File: config.mk
export PLATFORM = sky130hd
export DESIGN_NAME = isdn_slot_port
export DESIGN_NICKNAME = d
export VERILOG_FILES = /design/src/rtl/isdn_slot_pkg.sv /design/src/rtl/slot_frame_timer.sv /design/src/rtl/slot_tx.sv /design/src/rtl/slot_rx.sv /design/src/rtl/isdn_slot_port.sv
export SDC_FILE = /design/constraint.sdc
export NUM_CORES = 1
export LEC_CHECK = 0
export BUFFER_PORTS_ARGS = -buffer_cell sky130_fd_sc_hd__clkbuf_2
export CAP_MARGIN = 20
export CORE_MARGIN = 2
export CORE_UTILIZATION = 38
export DETAILED_ROUTE_END_ITERATION = 10
export HOLD_SLACK_MARGIN = 0.08
export SYNTH_ARGS = -nofsm -noshare
export SYNTH_HDL_FRONTEND = slang
export SYNTH_SLANG_ARGS = --single-unit
File: constraint.sdc
create_clock -name clk -period 2.8 [get_ports clk]
set_input_delay 0.14 -clock clk [delete_from_list [all_inputs] [get_ports clk]]
set_output_delay 0.14 -clock clk [all_outputs]
set_load 0.01 [all_outputs]
File: src/rtl/isdn_slot_pkg.sv
package isdn_slot_pkg;
  typedef enum logic {FMT_GCI = 1'b0, FMT_IDL = 1'b1} fmt_e;
  typedef enum logic {SLOT_B1 = 1'b0, SLOT_B2 = 1'b1} slot_e;
endpackage

File: src/rtl/slot_frame_timer.sv
module slot_frame_timer
  import isdn_slot_pkg::*;
#(
  parameter int CNT_W = 7
) (
  input  logic             clk,
  input  logic             rst_n,
  input  logic             dclk,
  input  logic             fsync,
  input  logic             fmt_sel,
  input  logic             ch_sel,
  output logic [CNT_W-1:0] cnt_q,
  output logic             live_q,
  output fmt_e             fr_fmt_q,
  output slot_e            fr_slot_q,
  output logic             step_q,
  output logic             start_q
);
  localparam logic [CNT_W-1:0] CNT_TOP = '1;

  logic             dclk_q, fs_rise_q, fs_fall_q, hist_q;
  fmt_e             act_q, act_n;
  logic             fs_rise_n, fs_fall_n, hist_n, live_n;
  logic [CNT_W-1:0] cnt_n;
  fmt_e             fr_fmt_n;
  slot_e            fr_slot_n;
  logic             rise, fall, start;

  always_comb begin
    rise      = dclk & ~dclk_q;
    fall      = ~dclk & dclk_q;
    start     = (act_q == FMT_GCI) ? (rise & fsync & ~fs_rise_q)
                                   : (fall & fsync & ~fs_fall_q);
    fs_rise_n = rise ? fsync : fs_rise_q;
    fs_fall_n = fall ? fsync : fs_fall_q;
    cnt_n     = cnt_q;
    live_n    = live_q;
    fr_fmt_n  = fr_fmt_q;
    fr_slot_n = fr_slot_q;
    hist_n    = hist_q;
    act_n     = act_q;
    if (start) begin
      cnt_n     = '0;
      live_n    = 1'b1;
      fr_fmt_n  = act_q;
      fr_slot_n = slot_e'(ch_sel);
      hist_n    = fmt_sel;
      if (fmt_sel == hist_q) act_n = fmt_e'(fmt_sel);
    end else if ((rise | fall) && live_q && (cnt_q != CNT_TOP)) begin
      cnt_n = cnt_q + CNT_W'(1);
    end
  end

  always_ff @(posedge clk or negedge rst_n) begin
    if (!rst_n) begin
      dclk_q    <= 1'b0;
      fs_rise_q <= 1'b0;
      fs_fall_q <= 1'b0;
      hist_q    <= 1'b0;
      act_q     <= FMT_GCI;
      cnt_q     <= '0;
      live_q    <= 1'b0;
      fr_fmt_q  <= FMT_GCI;
      fr_slot_q <= SLOT_B1;
      step_q    <= 1'b0;
      start_q   <= 1'b0;
    end else begin
      dclk_q    <= dclk;
      fs_rise_q <= fs_rise_n;
      fs_fall_q <= fs_fall_n;
      hist_q    <= hist_n;
      act_q     <= act_n;
      cnt_q     <= cnt_n;
      live_q    <= live_n;
      fr_fmt_q  <= fr_fmt_n;
      fr_slot_q <= fr_slot_n;
      step_q    <= rise | fall;
      start_q   <= start;
    end
  end

  p_start_zero_r4: assert property (@(posedge clk) disable iff (!rst_n)
    start_q |-> (cnt_q == '0) && live_q);
  p_fmt_frame_hold_r2: assert property (@(posedge clk) disable iff (!rst_n)
    !start_n_chk |=> $stable(fr_fmt_q));
  p_slot_frame_hold_r3: assert property (@(posedge clk) disable iff (!rst_n)
    !start_n_chk |=> $stable(fr_slot_q));

  logic start_n_chk;
  assign start_n_chk = start;
endmodule

File: src/rtl/slot_tx.sv
module slot_tx
  import isdn_slot_pkg::*;
#(
  parameter int DW       = 8,
  parameter int IDL_GAP  = 10,
  parameter int CNT_W    = 7
) (
  input  logic             clk,
  input  logic             rst_n,
  input  logic [CNT_W-1:0] cnt,
  input  logic             live,
  input  fmt_e             fr_fmt,
  input  slot_e            fr_slot,
  input  logic             start,
  input  logic [DW-1:0]    tx_byte,
  output logic             sdo,
  output logic             sdo_oe
);
  localparam int IDX_W = (DW > 1) ? $clog2(DW) : 1;
  localparam logic [CNT_W-1:0] G_B2   = CNT_W'(4 * DW);
  localparam logic [CNT_W-1:0] I_B1   = CNT_W'(1);
  localparam logic [CNT_W-1:0] I_B2   = CNT_W'(2 * IDL_GAP + 1);
  localparam logic [CNT_W-1:0] G_LAST = CNT_W'(4 * DW - 2);
  localparam logic [CNT_W-1:0] I_LAST = CNT_W'(2 * DW - 2);
  localparam logic [IDX_W-1:0] TOP_IDX = IDX_W'(DW - 1);

  logic [DW-1:0]    held_q, word;
  logic [CNT_W-1:0] base, last, off;
  logic [IDX_W-1:0] idx, sel;
  logic             win, sdo_n;

  always_comb begin
    if (fr_fmt == FMT_GCI) begin
      base = (fr_slot == SLOT_B2) ? G_B2 : '0;
      last = G_LAST;
    end else begin
      base = (fr_slot == SLOT_B2) ? I_B2 : I_B1;
      last = I_LAST;
    end
    off  = cnt - base;
    idx  = (fr_fmt == FMT_GCI) ? off[IDX_W+1:2] : off[IDX_W:1];
    sel  = TOP_IDX - idx;
    word = start ? tx_byte : held_q;
    win  = live && (cnt >= base) && (off <= last);
    sdo_n = win ? word[sel] : 1'b0;
  end

  always_ff @(posedge clk or negedge rst_n) begin
    if (!rst_n) begin
      held_q <= '0;
      sdo    <= 1'b0;
      sdo_oe <= 1'b0;
    end else begin
      if (start) held_q <= tx_byte;
      sdo    <= sdo_n;
      sdo_oe <= win;
    end
  end

  p_quiet_line_r10: assert property (@(posedge clk) disable iff (!rst_n)
    !sdo_oe |-> !sdo);
  p_drive_after_frame_r1: assert property (@(posedge clk) disable iff (!rst_n)
    sdo_oe |-> live);
  p_word_fixed_r11: assert property (@(posedge clk) disable iff (!rst_n)
    !start |=> $stable(held_q));
endmodule

File: src/rtl/slot_rx.sv
module slot_rx
  import isdn_slot_pkg::*;
#(
  parameter int DW      = 8,
  parameter int IDL_GAP = 10,
  parameter int CNT_W   = 7
) (
  input  logic             clk,
  input  logic             rst_n,
  input  logic [CNT_W-1:0] cnt,
  input  logic             live,
  input  logic             step,
  input  fmt_e             fr_fmt,
  input  slot_e            fr_slot,
  input  logic             sdi,
  output logic [DW-1:0]    rx_byte,
  output logic             rx_valid
);
  localparam logic [CNT_W-1:0] G_B1   = CNT_W'(2);
  localparam logic [CNT_W-1:0] G_B2   = CNT_W'(4 * DW + 2);
  localparam logic [CNT_W-1:0] I_B1   = CNT_W'(2);
  localparam logic [CNT_W-1:0] I_B2   = CNT_W'(2 * IDL_GAP + 2);
  localparam logic [CNT_W-1:0] G_SPAN = CNT_W'(4 * (DW - 1));
  localparam logic [CNT_W-1:0] I_SPAN = CNT_W'(2 * (DW - 1));

  logic [DW-1:0]    sh_q, sh_n, byte_n;
  logic [CNT_W-1:0] base, span, off;
  logic             aligned, hit, last, valid_n;

  always_comb begin
    if (fr_fmt == FMT_GCI) begin
      base    = (fr_slot == SLOT_B2) ? G_B2 : G_B1;
      span    = G_SPAN;
    end else begin
      base    = (fr_slot == SLOT_B2) ? I_B2 : I_B1;
      span    = I_SPAN;
    end
    off     = cnt - base;
    aligned = (fr_fmt == FMT_GCI) ? (off[1:0] == 2'b00) : ~off[0];
    hit     = step && live && (cnt >= base) && (off <= span) && aligned;
    last    = hit && (off == span);
    sh_n    = hit ? {sh_q[DW-2:0], sdi} : sh_q;
    byte_n  = last ? {sh_q[DW-2:0], sdi} : rx_byte;
    valid_n = last;
  end

  always_ff @(posedge clk or negedge rst_n) begin
    if (!rst_n) begin
      sh_q     <= '0;
      rx_byte  <= '0;
      rx_valid <= 1'b0;
    end else begin
      sh_q     <= sh_n;
      rx_byte  <= byte_n;
      rx_valid <= valid_n;
    end
  end

  p_strobe_single_r9: assert property (@(posedge clk) disable iff (!rst_n)
    rx_valid |=> !rx_valid);
  p_byte_hold_r9: assert property (@(posedge clk) disable iff (!rst_n)
    !rx_valid |-> $stable(rx_byte));
endmodule

File: src/rtl/isdn_slot_port.sv
module isdn_slot_port
  import isdn_slot_pkg::*;
#(
  parameter int DW      = 8,
  parameter int IDL_GAP = 10
) (
  input  logic          clk,
  input  logic          rst_n,
  input  logic          dclk,
  input  logic          fsync,
  input  logic          sdi,
  input  logic          fmt_sel,
  input  logic          ch_sel,
  input  logic [DW-1:0] tx_byte,
  output logic          sdo,
  output logic          sdo_oe,
  output logic [DW-1:0] rx_byte,
  output logic          rx_valid
);
  localparam int GCI_END = 8 * DW;
  localparam int IDL_END = 2 * IDL_GAP + 2 * DW + 2;
  localparam int NEED    = (GCI_END > IDL_END) ? GCI_END : IDL_END;
  localparam int CNT_W   = $clog2(NEED + 1);

  logic [1:0]       rst_pipe;
  logic             rst_int_n;
  logic [CNT_W-1:0] cnt;
  logic             live, step, start;
  fmt_e             fr_fmt;
  slot_e            fr_slot;

  always_ff @(posedge clk or negedge rst_n) begin
    if (!rst_n) rst_pipe <= 2'b00;
    else        rst_pipe <= {rst_pipe[0], 1'b1};
  end
  assign rst_int_n = rst_pipe[1];

  slot_frame_timer #(.CNT_W(CNT_W)) u_timer (
    .clk(clk), .rst_n(rst_int_n), .dclk(dclk), .fsync(fsync),
    .fmt_sel(fmt_sel), .ch_sel(ch_sel), .cnt_q(cnt), .live_q(live),
    .fr_fmt_q(fr_fmt), .fr_slot_q(fr_slot), .step_q(step), .start_q(start)
  );

  slot_tx #(.DW(DW), .IDL_GAP(IDL_GAP), .CNT_W(CNT_W)) u_tx (
    .clk(clk), .rst_n(rst_int_n), .cnt(cnt), .live(live), .fr_fmt(fr_fmt),
    .fr_slot(fr_slot), .start(start), .tx_byte(tx_byte),
    .sdo(sdo), .sdo_oe(sdo_oe)
  );

  slot_rx #(.DW(DW), .IDL_GAP(IDL_GAP), .CNT_W(CNT_W)) u_rx (
    .clk(clk), .rst_n(rst_int_n), .cnt(cnt), .live(live), .step(step),
    .fr_fmt(fr_fmt), .fr_slot(fr_slot), .sdi(sdi),
    .rx_byte(rx_byte), .rx_valid(rx_valid)
  );
endmodule

# After elaboration in Yosys (flattened, before gate mapping)
# Cells that the tools add are included.
# classes
n_lt_le_gt_ge,5
n_eq_ne,3
reduce_logical,12
n_mux,17
addsub,4
n_bitwise,12
# ops
op,count
2-to-1 mux 6 bit,4
2-to-1 mux 5 bit,4
greater-or-equal comparator 7 bit,2
<= comparator 7 bit,2
2-to-1 mux 7 bit,2
subtractor 7 bit,2
logical AND 1 bit,9
2-to-1 mux 8 bit,1
"adder 7 x 1 -> 7 bit, second input constant",1
equality test 7 bit,1
"inequality test 7 bit, second input constant",1
AND 1 bit,6
NOT 1 bit,5
"less-than comparator 3 x 4 -> 1 bit, second input constant",1
2-to-1 mux 1 bit,4
binary-select mux 1 bit (select 3 bit),1
2-to-1 mux 3 bit,1
"subtractor 3 bit, first input constant",1
logical NOT 2 bit,1
AND reduction 2 bit,1
nonzero test 2 bit,1
equality test 1 bit,1
OR 1 bit,1
# totals
elab_cells,71
regBits,45
inputBits,15
out_inout_bits,11

# Logic depth before layout (Yosys ltp)
# depth
word_depth,8
mapped_depth,12
ltp_nobuf,11

# Modules after synthesis
# From an unflattened synthesis, not the netlist that was laid out.
# hier_totals
cells_unflattened,212
area_unflattened_um2,2488.6
# modules_own_cells
module,n_inst,cells_per_inst,seq_area_each_um2,area_each_um2
slot_rx,1,72,400.4,879.6
slot_frame_timer,1,69,425.4,815.8
slot_tx,1,68,250.2,739.5
isdn_slot_port,1,3,50.0,53.8

# Worst setup path before layout
# No wires, ideal clock.
# synth_path
path_type,register -> register
startpoint,register u_timer.fr_fmt_q
endpoint,register u_rx.sh_q[0]
setup_ns,0.125
stages_incl_launch_ff,13
path_slack_ns,-0.134
synth_period_minus_slack_ns,2.934
arrival_ns,2.810
t_required_ns,2.675
n_path_buf,1
path_cell_list,dfrtp_1 > clkbuf_1 > nand2_1 > ha_1 > nand2_1 > nand2_1 > xor2_1 > ha_1 > nor2b_1 > nand4_1 > o21a_1 > nor3_4 > mux2_2
# synth_between
elab_chain_len,5
word_cells_on_any_way,11
classes_between,add/sub: 1; order compare: 2; mux: 3; bitwise: 1; reduce/logical: 4
# synth_lines
item,line,source
"start, declared",slot_frame_timer.sv:14,"output fmt_e fr_fmt_q,"
"start signal, assigned",slot_frame_timer.sv:75,fr_fmt_q <= fr_fmt_n;
2-to-1 mux 6 bit,slot_rx.sv:31,if (fr_fmt == FMT_GCI) begin
subtractor 7 bit / greater-or-equal comparator 7 bit (equally long branches),"slot_rx.sv:38, slot_rx.sv:40",
"<= comparator 7 bit, or another cell as far along",slot_rx.sv:40,hit = step && live && (cnt >= base) && (off <= span) && aligned;
logical AND 1 bit / 2-to-1 mux 1 bit (equally long branches),"slot_rx.sv:40, slot_rx.sv:39",
logical AND 1 bit *,slot_rx.sv:40,
"end signal, assigned",slot_rx.sv:53,sh_q <= sh_n;
"end, declared",slot_rx.sv:26,"logic [DW-1:0] sh_q, sh_n, byte_n;"
# Every way passes the cells marked *; elsewhere a longest branch is shown, timed or not.
# A chain may end at the register's enable or synchronous reset.

# Worst setup path in the final report
# layout_path
startpoint,register u_timer.fr_fmt_q
endpoint,register u_rx.sh_q[4]
# The elaborated chain is that of the path after synthesis.

==> out/metrics.cfg <==
[floorplan]
die_area_mm2 = 0.00698
io_pins = 26
die_h_um = 83.5
coreArea_mm2 = 0.00603
initial_core_util = 0.399
rows = 28
dieWidth_um = 83.5

[timing]
setup_ws_ns = 0.190
tns_ns = 0
relSlewSlack = 0.385
fin_crit_ns = 2.61
finalSetupViolCount = 0
final-hold-violation-count = 0
finalClockSkew_ns = 0.00810
worst_slew_pin_slew_ns = 0.923
rsz0062_at_grt = false
slew_violations = 0
finalCritPeriodShare = 0.932
fmax_mhz = 383

[cells_and_area]
final_cells = 321
area_growth_syn_to_layout_pct = 16.9
fill_cells = 592
final_layout_size_suffix_gt1_frac = 0.333
most-common-layout-cells = 44 x dfrtp_1, 28 x mux2_2, 25 x clkbuf_2, 13 x nor2_1, 13 x ha_1
antenna_cells = 0
nNetsFinal = 275
final_common_cell = dfrtp_1

[pwr]
p_per_area_mw_per_mm2 = 842
power_mw = 2.37
p_leak_nw = 1.38
ir_drop_mv = 0.440

[synth]
syn_area_per_cell_um2 = 11.6
syn_inst = 207
synthArstFlopShare = 1.00
netlist_area_mm2 = 0.00240
yosysWarnings = 0
ys_ff_latch = 45
synth_fp_nets = 237
ys_seq_area_frac = 0.469
yosysTopAreaCell = dfrtp_1
synth_cell_type_count = 46
synth_edf_count = 0
yosysTopAreaCellShare = 0.469
synth_top_flop_cell = dfrtp_1
synth_area_leaders = dfrtp_1 47%, mux2_2 13%, ha_1 7.3%

[critical_path]
crit_type = reg -> reg
crit_arrival_ns = 2.80
path_max_fanout = 7
cp-start-kind = flop
required_ns = 2.99
critPathCaptureType = flop

[place]
pre_cts_slack_ns = 0.0942
place_inst = 308
port_buffers = 25
place_hpwl_um = 3070
gp_congestion = 0.832

[clock_network]
cts_sinks = 45
cts_max_level = 2
clock-root-buffer = clkbuf_8
cts-buffers-inserted = 5
ctsLongestPathBuffers = 2
cts_tree = done
clock_latency_ns = 0.29
clk_pin_slew_ns = 0.08

[status]
status = complete, no violations

[global_routing]
grt_max_degree = 44
antenna_found_initial = 0
grt_pass1_vias = 1539
grt_first_pass_wirelength_um = 7090
grt_usage = 0.125
grt_remaining_overflow = 0

[route]
firstDrtPassIters = 6
ant_nets = 0
drc = 0
viasPerCell = 4.87
routed_wirelength_um = 4120
wire_per_inst_um = 12.8
drtIter0Drc = 58
vias = 1563

[min_path]
hold_path.class = in -> reg

[run]
cap_viol_max_count = 0

==> cells in the mapped netlist (2+ instances only) <==
cell type / n
dfrtp_1: 45
mux2_2: 28
ha_1: 14
nor2_1: 13
inv_1: 12
nand2_1: 10
mux2i_1: 9
xor2_1: 9
a21oi_1: 7
o21ai_0: 7
nand2b_1: 5
clkbuf_1: 3
nand3_1: 3
nand4_1: 3
nor2b_1: 3
xnor2_1: 3
nor3_1: 2
nor3_4: 2
nor4_1: 2
==> cells by family (layout without fill, tap and decap cells) <==
logic type / Yosys count / count (layout) / share of synthesized area
other cells: 1 / 1 / 0.00156
mux: 37 / 37 / 0.169
compound gates: 26 / 26 / 0.0802
flops: 45 / 45 / 0.469
xor+xnor: 12 / 12 / 0.0437
fa+ha+maj: 15 / 15 / 0.0812
simple gates: 53 / 53 / 0.127
buf+inv: 18 / 57 / 0.0291
==> path summary, 6_finish.rpt <==
kind,endpoint,startpoint,depth (start not counted),slack (ns)
worst max-delay path,u_rx.sh_q[4]$_DFFE_PN0P_,u_timer.fr_fmt_q$_DFFE_PN0P_,11,0.19
worst min-delay path,u_tx.held_q[6]$_DFF_PN0_,tx_byte[6],2,0.1
worst max register to register,u_rx.sh_q[4]$_DFFE_PN0P_,u_timer.fr_fmt_q$_DFFE_PN0P_,11,0.19
worst min register to register,rst_pipe[1]$_DFF_PN0_,rst_pipe[0]$_DFF_PN0_,0,0.35
max in group asynchronous,u_timer.cnt_q[3]$_DFFE_PN0P_,rst_pipe[1]$_DFF_PN0_,0,1.81
min in group asynchronous,rst_pipe[1]$_DFF_PN0_,rst_n,2,0.15
==> critical path, cell delays in order (launching register included) <==
cell     delay (ns)
dfrtp_1        0.39
nand2_2        0.10
ha_4           0.31
nand2_1        0.09
nand2_1        0.08
xor2_1         0.15
ha_1           0.23
nor2b_1        0.13
and3b_1        0.15
o21a_1         0.19
nor3_4         0.28
mux2_2         0.38
==> power breakdown <==
group	leakage, nW	switching (mW)	internal (mW)
combinational	0.750	0.605	0.507
sequential	0.580	0.0792	0.759
clock	0.0512	0.217	0.200
total	1.38	0.901	1.47
==> final cells by class <==
| cell class | instances | area [µm²] | share of cell area |
|---|---|---|---|
| clock buffers | 6 | 82.6 | 0.0294 |
| clock inverters | 2 | 13.8 | 0.00490 |
| inverters | 12 | 45.0 | 0.0160 |
| multi-input cells | 144 | 1220 | 0.435 |
| flip-flops and latches | 45 | 1130 | 0.401 |
| well taps | 75 | 93.8 | 0.0334 |
| repair buffers | 37 | 225 | 0.0801 |
==> per-stage QoR <==
stage	utilization	hold slack [ns]	cell area [µm²]
6_report	0.466	0.0956	2810
5_1_grt	0.466	0.0833	2810
4_1_cts	0.465	0.0824	2800
3_5_place_dp	0.442	-0.0725	2670
3_3_place_gp	0.442	-0.0735	2670
2_1_floorplan	-	-0.156	2430
==> per-layer routing <==
metal / up-vias / track usage / wire length, µm
li1: 795 / - / -
met3: 5 / 0.0287 / 180
met4: 0 / 0.0396 / 45
met5: - / 0 / 0
met2: 35 / 0.205 / 1890
met1: 728 / 0.164 / 2000
==> timing repair <==
| action | CTS | global route |
|---|---|---|
| endpoints found under the hold margin | 6 | 0 |
| setup endpoints to repair | 0 | 7 |
| setup buffers | 0 | 1 |
| hold buffers | 4 | 0 |
| gates resized for setup | 0 | 0 |
==> state kept, by name (all words and copies together), names as in the netlist <==
signal / cells
rst_pipe: 2
u_rx.rx_byte: 8
u_rx.rx_valid: 1
u_rx.sh_q: 7
u_timer.act_q: 1
u_timer.cnt_q: 7
u_timer.dclk_q: 1
u_timer.fr_fmt_q: 1
u_timer.fr_slot_q: 1
u_timer.fs_fall_q: 1
u_timer.fs_rise_q: 1
u_timer.hist_q: 1
u_timer.live_q: 1
u_timer.start_q: 1
u_timer.step_q: 1
u_tx.held_q: 8
u_tx.sdo: 1
u_tx.sdo_oe: 1
No activity file was read; power rests on OpenSTA's default activity.
